==> src/rtl/tcal_pkg.sv <==
package tcal_pkg;

    localparam int TC_NSENS   = 5;
    localparam int TC_IDX_W   = 3;
    localparam int TC_RAW_W   = 12;
    localparam int TC_OFF_W   = 9;
    localparam int TC_GAIN_W  = 10;
    localparam int TC_REF_W   = 6;
    localparam int TC_SLOPE_W = 7;

    localparam logic [31:0] TC_NUMER      = 32'd1627604160;
    localparam logic [31:0] TC_SLOPE_BASE = 32'd165;
    localparam logic [31:0] TC_GAIN_BASE  = 32'd10000;
    localparam logic [TC_GAIN_W-1:0] TC_GAIN_DEF = 10'd512;
    localparam logic [TC_OFF_W-1:0]  TC_OFF_DEF  = 9'd260;
    localparam logic [TC_REF_W-1:0]  TC_REF_DEF  = 6'd40;
    localparam logic [31:0] TC_SCALE_DEF =
        (TC_NUMER / TC_SLOPE_BASE) / (TC_GAIN_BASE + 32'(TC_GAIN_DEF));
    localparam logic signed [31:0] TC_BIAS  = 32'sd3350;
    localparam logic signed [31:0] TC_CLAMP = 32'sd200000;
    localparam logic signed [31:0] TC_MIN   = 32'sh8000_0000;

    typedef struct packed {
        logic        [TC_GAIN_W-1:0]               gain;
        logic        [TC_REF_W-1:0]                ref_t;
        logic signed [TC_SLOPE_W-1:0]              slope;
        logic        [TC_NSENS-1:0][TC_OFF_W-1:0]  offs;
    } tc_cal_t;

    typedef enum logic [1:0] {PH_IDLE, PH_DIV1, PH_DIV2} tc_phase_t;

    function automatic tc_cal_t tc_decode(input logic [31:0] w0,
                                          input logic [31:0] w1,
                                          input logic [31:0] w2);
        tc_cal_t c;
        logic signed [TC_SLOPE_W-1:0] mag;
        mag = $signed({1'b0, w0[31:26]});
        if (!w0[0]) begin
            c.gain  = TC_GAIN_DEF;
            c.ref_t = TC_REF_DEF;
            c.slope = '0;
            for (int k = 0; k < TC_NSENS; k++) c.offs[k] = TC_OFF_DEF;
        end else begin
            c.gain    = w1[31:22];
            c.ref_t   = w0[6:1];
            c.slope   = (w1[9] & w0[7]) ? -mag : mag;
            c.offs[0] = w0[25:17];
            c.offs[1] = w0[16:8];
            c.offs[2] = w1[8:0];
            c.offs[3] = w2[31:23];
            c.offs[4] = w2[22:14];
        end
        return c;
    endfunction

    function automatic logic signed [31:0] tc_max(input logic signed [31:0] a,
                                                  input logic signed [31:0] b);
        return (a > b) ? a : b;
    endfunction

endpackage

==> src/rtl/tcal_seqdiv.sv <==
module tcal_seqdiv #(
    parameter int W = 32
) (
    input  logic         clk,
    input  logic         rst,
    input  logic         start,
    input  logic [W-1:0] dividend,
    input  logic [W-1:0] divisor,
    output logic         done,
    output logic [W-1:0] quotient
);
    localparam int CW = $clog2(W + 1);

    logic [W-1:0]  rem_q, quo_q, dvs_q;
    logic [CW-1:0] cnt_q;
    logic          busy_q, done_q;
    logic [W:0]    shifted, trial;

    always_comb begin
        shifted = {rem_q, quo_q[W-1]};
        trial   = shifted - {1'b0, dvs_q};
    end

    always_ff @(posedge clk) begin
        if (rst) begin
            rem_q  <= '0;
            quo_q  <= '0;
            dvs_q  <= '0;
            cnt_q  <= '0;
            busy_q <= 1'b0;
            done_q <= 1'b0;
        end else begin
            done_q <= 1'b0;
            if (start) begin
                rem_q  <= '0;
                quo_q  <= dividend;
                dvs_q  <= divisor;
                cnt_q  <= CW'(W);
                busy_q <= 1'b1;
            end else if (busy_q) begin
                if (!trial[W]) begin
                    rem_q <= trial[W-1:0];
                    quo_q <= {quo_q[W-2:0], 1'b1};
                end else begin
                    rem_q <= shifted[W-1:0];
                    quo_q <= {quo_q[W-2:0], 1'b0};
                end
                cnt_q <= cnt_q - 1'b1;
                if (cnt_q == CW'(1)) begin
                    busy_q <= 1'b0;
                    done_q <= 1'b1;
                end
            end
        end
    end

    assign done     = done_q;
    assign quotient = quo_q;
endmodule

==> src/rtl/tcal_convert.sv <==
module tcal_convert
    import tcal_pkg::*;
(
    input  logic [31:0]          scale,
    input  logic [TC_RAW_W-1:0]  raw,
    input  logic [TC_OFF_W-1:0]  offset,
    input  logic [TC_REF_W-1:0]  ref_t,
    output logic signed [31:0]   temp_mc
);
    logic signed [31:0] diff, prod, shifted, base, result;

    always_comb begin
        diff    = $signed({{(32-TC_RAW_W){1'b0}}, raw})
                - $signed({{(32-TC_OFF_W){1'b0}}, offset}) - TC_BIAS;
        prod    = $signed(scale) * diff;
        shifted = prod >>> 3;
        base    = $signed({{(32-TC_REF_W){1'b0}}, ref_t}) * 32'sd500;
        result  = base - shifted;
        temp_mc = (result > TC_CLAMP) ? 32'sd0 : result;
    end
endmodule

==> src/rtl/tcal_max_accum.sv <==
module tcal_max_accum
    import tcal_pkg::*;
(
    input  logic               clk,
    input  logic               rst,
    input  logic               in_valid,
    input  logic               in_start,
    input  logic               in_last,
    input  logic signed [31:0] in_val,
    output logic signed [31:0] run_max,
    output logic               out_valid,
    output logic signed [31:0] out_max
);
    logic signed [31:0] seed, next_max;

    always_comb begin
        seed     = in_start ? TC_MIN : run_max;
        next_max = tc_max(seed, in_val);
    end

    always_ff @(posedge clk) begin
        if (rst) begin
            run_max   <= TC_MIN;
            out_valid <= 1'b0;
            out_max   <= '0;
        end else begin
            out_valid <= 1'b0;
            if (in_valid) begin
                run_max <= next_max;
                if (in_last) begin
                    out_valid <= 1'b1;
                    out_max   <= next_max;
                end
            end
        end
    end
endmodule

==> src/rtl/thermcal_bank_max.sv <==
module thermcal_bank_max
    import tcal_pkg::*;
#(
    parameter int DIV_W = 32,
    parameter int IDX_W = TC_IDX_W,
    parameter int RAW_W = TC_RAW_W
) (
    input  logic               clk,
    input  logic               rst,
    input  logic               cal_load,
    input  logic [31:0]        cal_w0,
    input  logic [31:0]        cal_w1,
    input  logic [31:0]        cal_w2,
    input  logic               smp_valid,
    input  logic               smp_start,
    input  logic               smp_last,
    input  logic [IDX_W-1:0]   smp_idx,
    input  logic [RAW_W-1:0]   smp_raw,
    output logic               res_valid,
    output logic signed [31:0] res_max
);
    tc_cal_t    cal_q;
    tc_phase_t  phase_q;
    logic       kick_q;
    logic [DIV_W-1:0] scale_q;

    logic             dv_start, dv_done, scale_wr;
    logic [DIV_W-1:0] dv_dividend, dv_divisor, dv_quo;
    logic signed [DIV_W-1:0] slope_ext;

    // calibration capture and scale-factor sequencing
    always_ff @(posedge clk) begin
        if (rst) begin
            cal_q   <= tc_decode('0, '0, '0);
            scale_q <= DIV_W'(TC_SCALE_DEF);
            phase_q <= PH_IDLE;
            kick_q  <= 1'b0;
        end else begin
            case (phase_q)
                PH_IDLE: if (kick_q) begin
                    phase_q <= PH_DIV1;
                    kick_q  <= 1'b0;
                end
                PH_DIV1: if (dv_done) phase_q <= PH_DIV2;
                PH_DIV2: if (dv_done) begin
                    phase_q <= PH_IDLE;
                    scale_q <= dv_quo;
                end
                default: phase_q <= PH_IDLE;
            endcase
            if (cal_load) begin
                cal_q  <= tc_decode(cal_w0, cal_w1, cal_w2);
                kick_q <= 1'b1;
            end
        end
    end

    always_comb begin
        slope_ext   = DIV_W'(cal_q.slope);
        dv_start    = ((phase_q == PH_IDLE) && kick_q) ||
                      ((phase_q == PH_DIV1) && dv_done);
        dv_dividend = (phase_q == PH_IDLE) ? DIV_W'(TC_NUMER) : dv_quo;
        dv_divisor  = (phase_q == PH_IDLE)
                    ? DIV_W'(TC_SLOPE_BASE) + slope_ext
                    : DIV_W'(TC_GAIN_BASE) + DIV_W'(cal_q.gain);
        scale_wr    = (phase_q == PH_DIV2) && dv_done;
    end

    tcal_seqdiv #(.W(DIV_W)) u_div (
        .clk      (clk),
        .rst      (rst),
        .start    (dv_start),
        .dividend (dv_dividend),
        .divisor  (dv_divisor),
        .done     (dv_done),
        .quotient (dv_quo)
    );

    // per-sample conversion
    logic [TC_OFF_W-1:0] off_sel;
    logic signed [31:0]  cnv_val;

    always_comb begin
        off_sel = TC_OFF_DEF;
        for (int k = 0; k < TC_NSENS; k++)
            if (smp_idx == IDX_W'(k)) off_sel = cal_q.offs[k];
    end

    tcal_convert u_cnv (
        .scale   (32'(scale_q)),
        .raw     (TC_RAW_W'(smp_raw)),
        .offset  (off_sel),
        .ref_t   (cal_q.ref_t),
        .temp_mc (cnv_val)
    );

    logic               cv_valid, cv_start, cv_last;
    logic signed [31:0] cv_val, acc_run;

    always_ff @(posedge clk) begin
        if (rst) begin
            cv_valid <= 1'b0;
            cv_start <= 1'b0;
            cv_last  <= 1'b0;
            cv_val   <= '0;
        end else begin
            cv_valid <= smp_valid;
            cv_start <= smp_start;
            cv_last  <= smp_last;
            cv_val   <= cnv_val;
        end
    end

    tcal_max_accum u_acc (
        .clk       (clk),
        .rst       (rst),
        .in_valid  (cv_valid),
        .in_start  (cv_start),
        .in_last   (cv_last),
        .in_val    (cv_val),
        .run_max   (acc_run),
        .out_valid (res_valid),
        .out_max   (res_max)
    );
endmodule

==> config.mk <==
export PLATFORM = sky130hd
export DESIGN_NAME = thermcal_bank_max
export DESIGN_NICKNAME = d
export VERILOG_FILES = /design/src/rtl/tcal_pkg.sv /design/src/rtl/tcal_seqdiv.sv /design/src/rtl/tcal_convert.sv /design/src/rtl/tcal_max_accum.sv /design/src/rtl/thermcal_bank_max.sv
export SDC_FILE = /design/constraint.sdc
export NUM_CORES = 2
export LEC_CHECK = 0
export ABC_AREA = 1
export BUFFER_PORTS_ARGS = -buffer_cell sky130_fd_sc_hd__buf_4
export CORE_MARGIN = 5
export CORE_UTILIZATION = 34
export CTS_BUF_LIST = sky130_fd_sc_hd__clkbuf_8
export CTS_CLUSTER_SIZE = 10
export DETAILED_ROUTE_END_ITERATION = 12
export PLACE_DENSITY = 0.46
export SETUP_SLACK_MARGIN = 0.15
export SLEW_MARGIN = 20
export SYNTH_ARGS = -nofsm -noshare
export SYNTH_HDL_FRONTEND = slang
export SYNTH_SLANG_ARGS = --single-unit
export TNS_END_PERCENT = 50
==> constraint.sdc <==
create_clock -name clk -period 22.6 [get_ports clk]
set_clock_uncertainty 0.05 [all_clocks]
set_input_delay 3.39 -clock clk [delete_from_list [all_inputs] [get_ports clk]]
set_output_delay 3.39 -clock clk [all_outputs]
set_load 0.01 [all_outputs]
== Yosys cells after proc, flatten, opt, wreduce, memory -nomap -nowiden ==
Index checks and enable logic that the tools add are counted.
Word-level totals
  register bits after elaboration: 307
  latch bits: 0
  bits in writable memories: 0
  ROM bits: 0
  input port bits: 117
  word-level logic and storage cells: 94
  memories: 0
Operators by class
  $add $sub $neg: 8
  $mul: 2
  div/mod/pow operators: 0
  magnitude comparators: 2
  equality and inequality tests: 11
  shift operators: 0
  muxes and demuxes: 28
  bitwise logic cells: 3
  reduce and logical (&&, ||, !) cells: 15
Operator list (count)
  2-to-1 mux 32 bit: 7
  2-to-1 mux 68 bit: 1
  2-to-1 mux 9 bit: 5
  subtractor 33 x 32 -> 33 bit: 1
  > comparator 32 x 19 -> 1 bit (second input constant): 1
  > comparator 32 bit: 1
  multiplier 32 x 32 -> 32 bit: 1
  subtractor 32 x 13 -> 32 bit (second input constant): 1
  subtractor 16 x 29 -> 30 bit: 1
  adder 14 x 10 -> 15 bit (first input constant): 1
  multiplier 6 x 7 -> 13 bit (second input constant): 1
  subtractor 12 x 9 -> 13 bit: 1
  2-to-1 mux 6 bit: 2
  adder 9 x 7 -> 10 bit (first input constant): 1
  2-to-1 mux 1 bit: 8
  2-to-1 mux 7 bit: 1
  negator 6 -> 7 bit: 1
  equality test 3 x 2 -> 1 bit (second input constant): 2
  equality test 6 x 1 -> 1 bit (second input constant): 1
  2-to-1 mux 2 bit: 3
  != test 2 x 1 -> 1 bit (second input constant): 3
  case mux 2 bit (3 select lines): 1
  AND reduction 2 bit: 3
  OR reduction 2 bit: 3
  other kinds (15): 18

== Longest topological paths before layout ==
  depth in word-level cells: 12
  depth in mapped cells: 67
  mapped depth without buffers: 64

== By module ==
From an unflattened synthesis, not the netlist that was laid out.
Unflattened totals
  cell total of the unflattened synthesis: 4550
  area total of the unflattened synthesis: 30992.2 sq um
By module, submodules not included
  tcal_convert: times used 1, cells each 1950, area an instance 14201.1 sq um, seq. area each 0.0 sq um
  tcal_seqdiv: times used 1, cells each 1194, area an instance 7108.1 sq um, seq. area each 2082.0 sq um
  thermcal_bank_max: times used 1, cells each 741, area an instance 5567.8 sq um, seq. area each 2762.6 sq um
  tcal_max_accum: times used 1, cells each 665, area an instance 4115.2 sq um, seq. area each 1301.2 sq um

== Worst setup path after synthesis ==
No wires, ideal clock.
  path type: in2reg
  start: input smp_idx[1]
  end: register cv_val[19]
  data arrival time: 13889 ps
  data required time: 22488 ps
  slack: 8598 ps
  stages: 62
  buffers on the path: 4
  cells stage by stage: nor2_1 -> nand2_1 -> clkinv_1 -> a221oi_1 -> a21oi_1 -> ha_1 -> fa_1 -> inv_1 -> ha_1 -> inv_1 -> nand3_1 -> nand2_1 -> nand3_1 -> nand2_1 -> nand2_2 -> nand3_1 -> nand2_1 -> ha_1 -> [... 26 more ...] -> nand2_1 -> nor2_1 -> nand2_1 -> inv_1 -> nand3_1 -> nor2_1 -> nand2_1 -> nand2_1 -> nand2_1 -> nor2_1 -> nand3_1 -> nor2_1 -> nand3_1 -> nand2_1 -> nand2_1 -> buf_6 -> buf_6 -> nor2_2
Between the ends
  word-level cells in the longest chain between the ends: 12
  elaborated cells on any way between the ends: 16
  classes of those cells: 3 x add/sub; 1 x mul; 1 x order compare; 4 x eq/ne; 5 x mux; 2 x reduce/logical
Ends and longest elaborated chain
  start: declaration: line thermcal_bank_max.sv:17  | input logic [IDX_W-1:0] smp_idx,
  zero test 3 bit: line thermcal_bank_max.sv:86  | if (smp_idx == IDX_W'(k)) off_sel = cal_q.offs[k];
  2-to-1 mux 9 bit (4 in a row): line thermcal_bank_max.sv:86
  2-to-1 mux 9 bit *: line thermcal_bank_max.sv:86
  subtractor 12 x 9 -> 13 bit *: line tcal_convert.sv:14  | - $signed({{(32-TC_OFF_W){1'b0}}, offset}) - TC_BIAS;
  subtractor 32 x 13 -> 32 bit *: line tcal_convert.sv:14
  multiplier 32 x 32 -> 32 bit *: line tcal_convert.sv:15  | prod = $signed(scale) * diff;
  subtractor 16 x 29 -> 30 bit *: line tcal_convert.sv:18  | result = base - shifted;
  > comparator 32 x 19 -> 1 bit: line tcal_convert.sv:19  | temp_mc = (result > TC_CLAMP) ? 32'sd0 : result;
  OR reduction 2 bit (no source line)
  end signal: assignment: line thermcal_bank_max.sv:110  | cv_val <= cnv_val;
  end: declaration: line thermcal_bank_max.sv:98  | logic signed [31:0] cv_val, acc_run;
Mark *: on every way between the ends. The rest lies on a longest branch, timed or not.
A chain may end at the register's enable or synchronous reset.

== Final worst setup path ==
  start: input smp_idx[1]
  end: register cv_val[2]
Same word-level chain as after synthesis.

==> results.sh <==
export IMPL_regToRegStartpoint="cal_q[27]"
export IMPL_status="finished clean"
export IMPL_avgSynthCellArea_um2=7.29
export IMPL_finalSetupTns_ps=0
export IMPL_ys_seq_area_share_pct=17.7
export IMPL_area_growth_pct=9.76
export IMPL_die_height_um=319
export IMPL_port_buffers=123
export IMPL_synth_ff_type="dfxtp_1"
export IMPL_multiInputGateArea_mm2=0.0218
export IMPL_clk_latency_ps=610
export IMPL_crit_type="primary input to flip-flop"
export IMPL_r2r_slack_ps=10330
export IMPL_cts_resized_gates=0
export IMPL_hold_viol=0
export IMPL_cts_root_buffer="clkbuf_8"
export IMPL_num_vias=26762
export IMPL_cts_max_level=2
export IMPL_grt_ovfl_total=0
export IMPL_wl_per_cell_um=16.4
export IMPL_dp_final_hpwl_um=74300
export IMPL_cpPeakStageDelay_ps=570
export IMPL_cp_required_ps=23070
export IMPL_min_to="u_div.quotient[23]"
export IMPL_ys_warn_count=0
export IMPL_initial_core_util_pct=34.2
export IMPL_hp_start="u_div.quotient[23]"
export IMPL_reg2reg_depth=57
export IMPL_synth_top_cell_by_area="fa_1"
export IMPL_coreArea_mm2=0.0949
export IMPL_setup_viol=0
export IMPL_cts_buffers=49
export IMPL_post_route_period_util_pct=68.5
export IMPL_synthCells=4452
export IMPL_clkSinkCount=286
export IMPL_max_clock_freq_ghz=0.0646
export IMPL_synth_most_common_cell="inv_1"
export IMPL_cts_setup_buffers=0
export IMPL_hp_class="flip-flop to flip-flop"
export IMPL_grt_max_degree=84
export IMPL_fin_crit_ps=15480
export IMPL_synth_edff_count=0
export IMPL_cap_viol_max_count=0
export IMPL_num_fill_cells=10280
export IMPL_crit_slowest_cell="fa_1"
export IMPL_viasPerCell=4.61
export IMPL_arrival_ps=15960
export IMPL_synth_common_cells="inv_1, nand2_1, fa_1, nor2_1, dfxtp_1"
export IMPL_die_x_um=319
export IMPL_first_global_vias=27008
export IMPL_slew_violations=0
export IMPL_endpoint_kind="flip-flop"
export IMPL_whs_path_depth=2
export IMPL_hold_buffers=0
export IMPL_synth_distinct_cells=54
export IMPL_drt_iter0_drc=1476
export IMPL_fin_nets=5287
export IMPL_yosys_area_top_type_share_pct=26.1
export IMPL_synth_area_mm2=0.0324
export IMPL_cts_tree="done"
export IMPL_critPathLaunchType="primary input"
export IMPL_drive_gt1_share_pct=6.60
export IMPL_startpoint="smp_idx[1]"
export IMPL_seqCellArea_mm2=0.00573
export IMPL_critPathMostFrequentCell="nand2_1"
export IMPL_grtUsageTotal_pct=18.7
export IMPL_rows=113
export IMPL_crit_buf_inv=12
export IMPL_ys_top_cells_by_area="fa_1, dfxtp_1, inv_1, nand2_1, ha_1"
export IMPL_crit_fanout=32
export IMPL_synth_seq_cells=286
export IMPL_final_util_pct=37.5
export IMPL_r2r_end="cv_val[2]"
export IMPL_relSlewSlack_pct=27.9
export IMPL_synthesis_nets=5242
export IMPL_cts_buffer_depth=3
export IMPL_place_congestion=0.840
export IMPL_worst_slew_pin_transition_ps=1080
export IMPL_final_antenna_net_count=0
export IMPL_drt_total_wl_um=95100
export IMPL_io_pins=150
export IMPL_async_flop_share_pct=0
export IMPL_cp_top_family="adder cells"
export IMPL_die_area_mm2=0.102
export IMPL_clkSlewWorstSetupHoldPaths_ps=70
export IMPL_first_pass_iters=5
export IMPL_drc_errors=0
export IMPL_rsz0062_at_grt="no"
export IMPL_antenna_found_initial=6
export IMPL_grt_first_pass_wirelength_um=151000
[worst reg2reg max path, delay by kind of cell, from the launching register on]
| kind | cells | cell delay, ps |
|---|---|---|
| adders and majority gates | 14 | 5950 |
| and+or+nand+nor | 26 | 3360 |
| AOI/OAI and AO/OA | 6 | 1220 |
| buffers and inverters | 10 | 1180 |
| DFF | 1 | 320 |
| xor gates and xnor gates | 1 | 160 |
[cell type report]
type                       instances  share of cell area [%]
multi-input combinational       2873                    61.4
sequential                       286                    16.1
inverter                        1119                    11.8
tap                             1265                    4.45
timing repair buffer             168                    3.54
clock buffer                      62                    2.40
clock inverter                    24                   0.341
antenna                            4                  0.0281
[how the worst max path moves through the flow]
stage          cells past startpoint    endpoint
2_1_floorplan                     62  cv_val[19]
3_3_place_gp                      61   cv_val[5]
3_5_place_dp                      61   cv_val[4]
4_1_cts                           61   cv_val[2]
5_1_grt                           61   cv_val[3]
6_report                          61   cv_val[2]
[logic make-up (layout without fill, tap and decap cells)]
kind of cell	count (synthesis)	after routing	synth area share (%)
flops	286	286	17.7
simple gates	1558	1558	19.6
fa+ha+maj	673	673	35.8
xor+xnor	99	99	2.67
other cells	0	4	0
compound gates	543	543	9.33
buf+inv	1293	1373	15.0
[metal layers]
| metal | routed length, µm | track usage [%] | up-vias |
|---|---|---|---|
| li1 | - | - | 13432 |
| met1 | 43300 | 25.1 | 12836 |
| met2 | 45600 | 32.1 | 384 |
| met3 | 3610 | 2.23 | 108 |
| met4 | 2460 | 4.68 | 2 |
| met5 | 13 | 0 | - |
[stage by stage]
stage	setup slack [ps]	hold slack, ps	std cells	area, µm²
floorplan	8600	383	4452	32400
global placement	6160	400	5711	34600
detailed placement	6080	401	5711	34600
CTS	6740	413	5797	35600
global route	6200	423	5801	35600
finish	7120	412	5801	35600
[cell usage in the layout (no fill, tap or decap), drive strengths merged, types with 3 or more instances in the layout]
master and instances:
clkbuf 62, nor4 4, buf 168, nand3b 10, o211ai 36, ha 250
xnor2 45, nand3 136, a21o 3, nand2 966, o2111ai 9, clkinv 19
o21ai 184, nor3b 3, dfxtp 286, a21boi 3, a21oi 245, or2 5
nor3 42, diode 4, nor2 360, o31ai 4, a221oi 8, nand4 29
a211oi 7, o21bai 12, fa 423, o22ai 19, xor2 54, inv 1123
[state kept, by name, indices dropped and copies added (netlist names)]
signal / flops
u_div.quotient: 32
scale_q: 32
u_div.busy_q: 1
cv_last: 1
u_div.cnt_q: 6
phase_q: 2
kick_q: 1
cal_q: 68
cv_start: 1
cv_val: 30
u_div.done: 1
u_div.rem_q: 32
cv_valid: 1
u_acc.out_valid: 1
u_acc.out_max: 32
u_div.dvs_q: 13
u_acc.run_max: 32
Power is left out: the tool's default activity adds up to more than one toggle a clock period on the data nets, which glitch-free logic cannot reach.
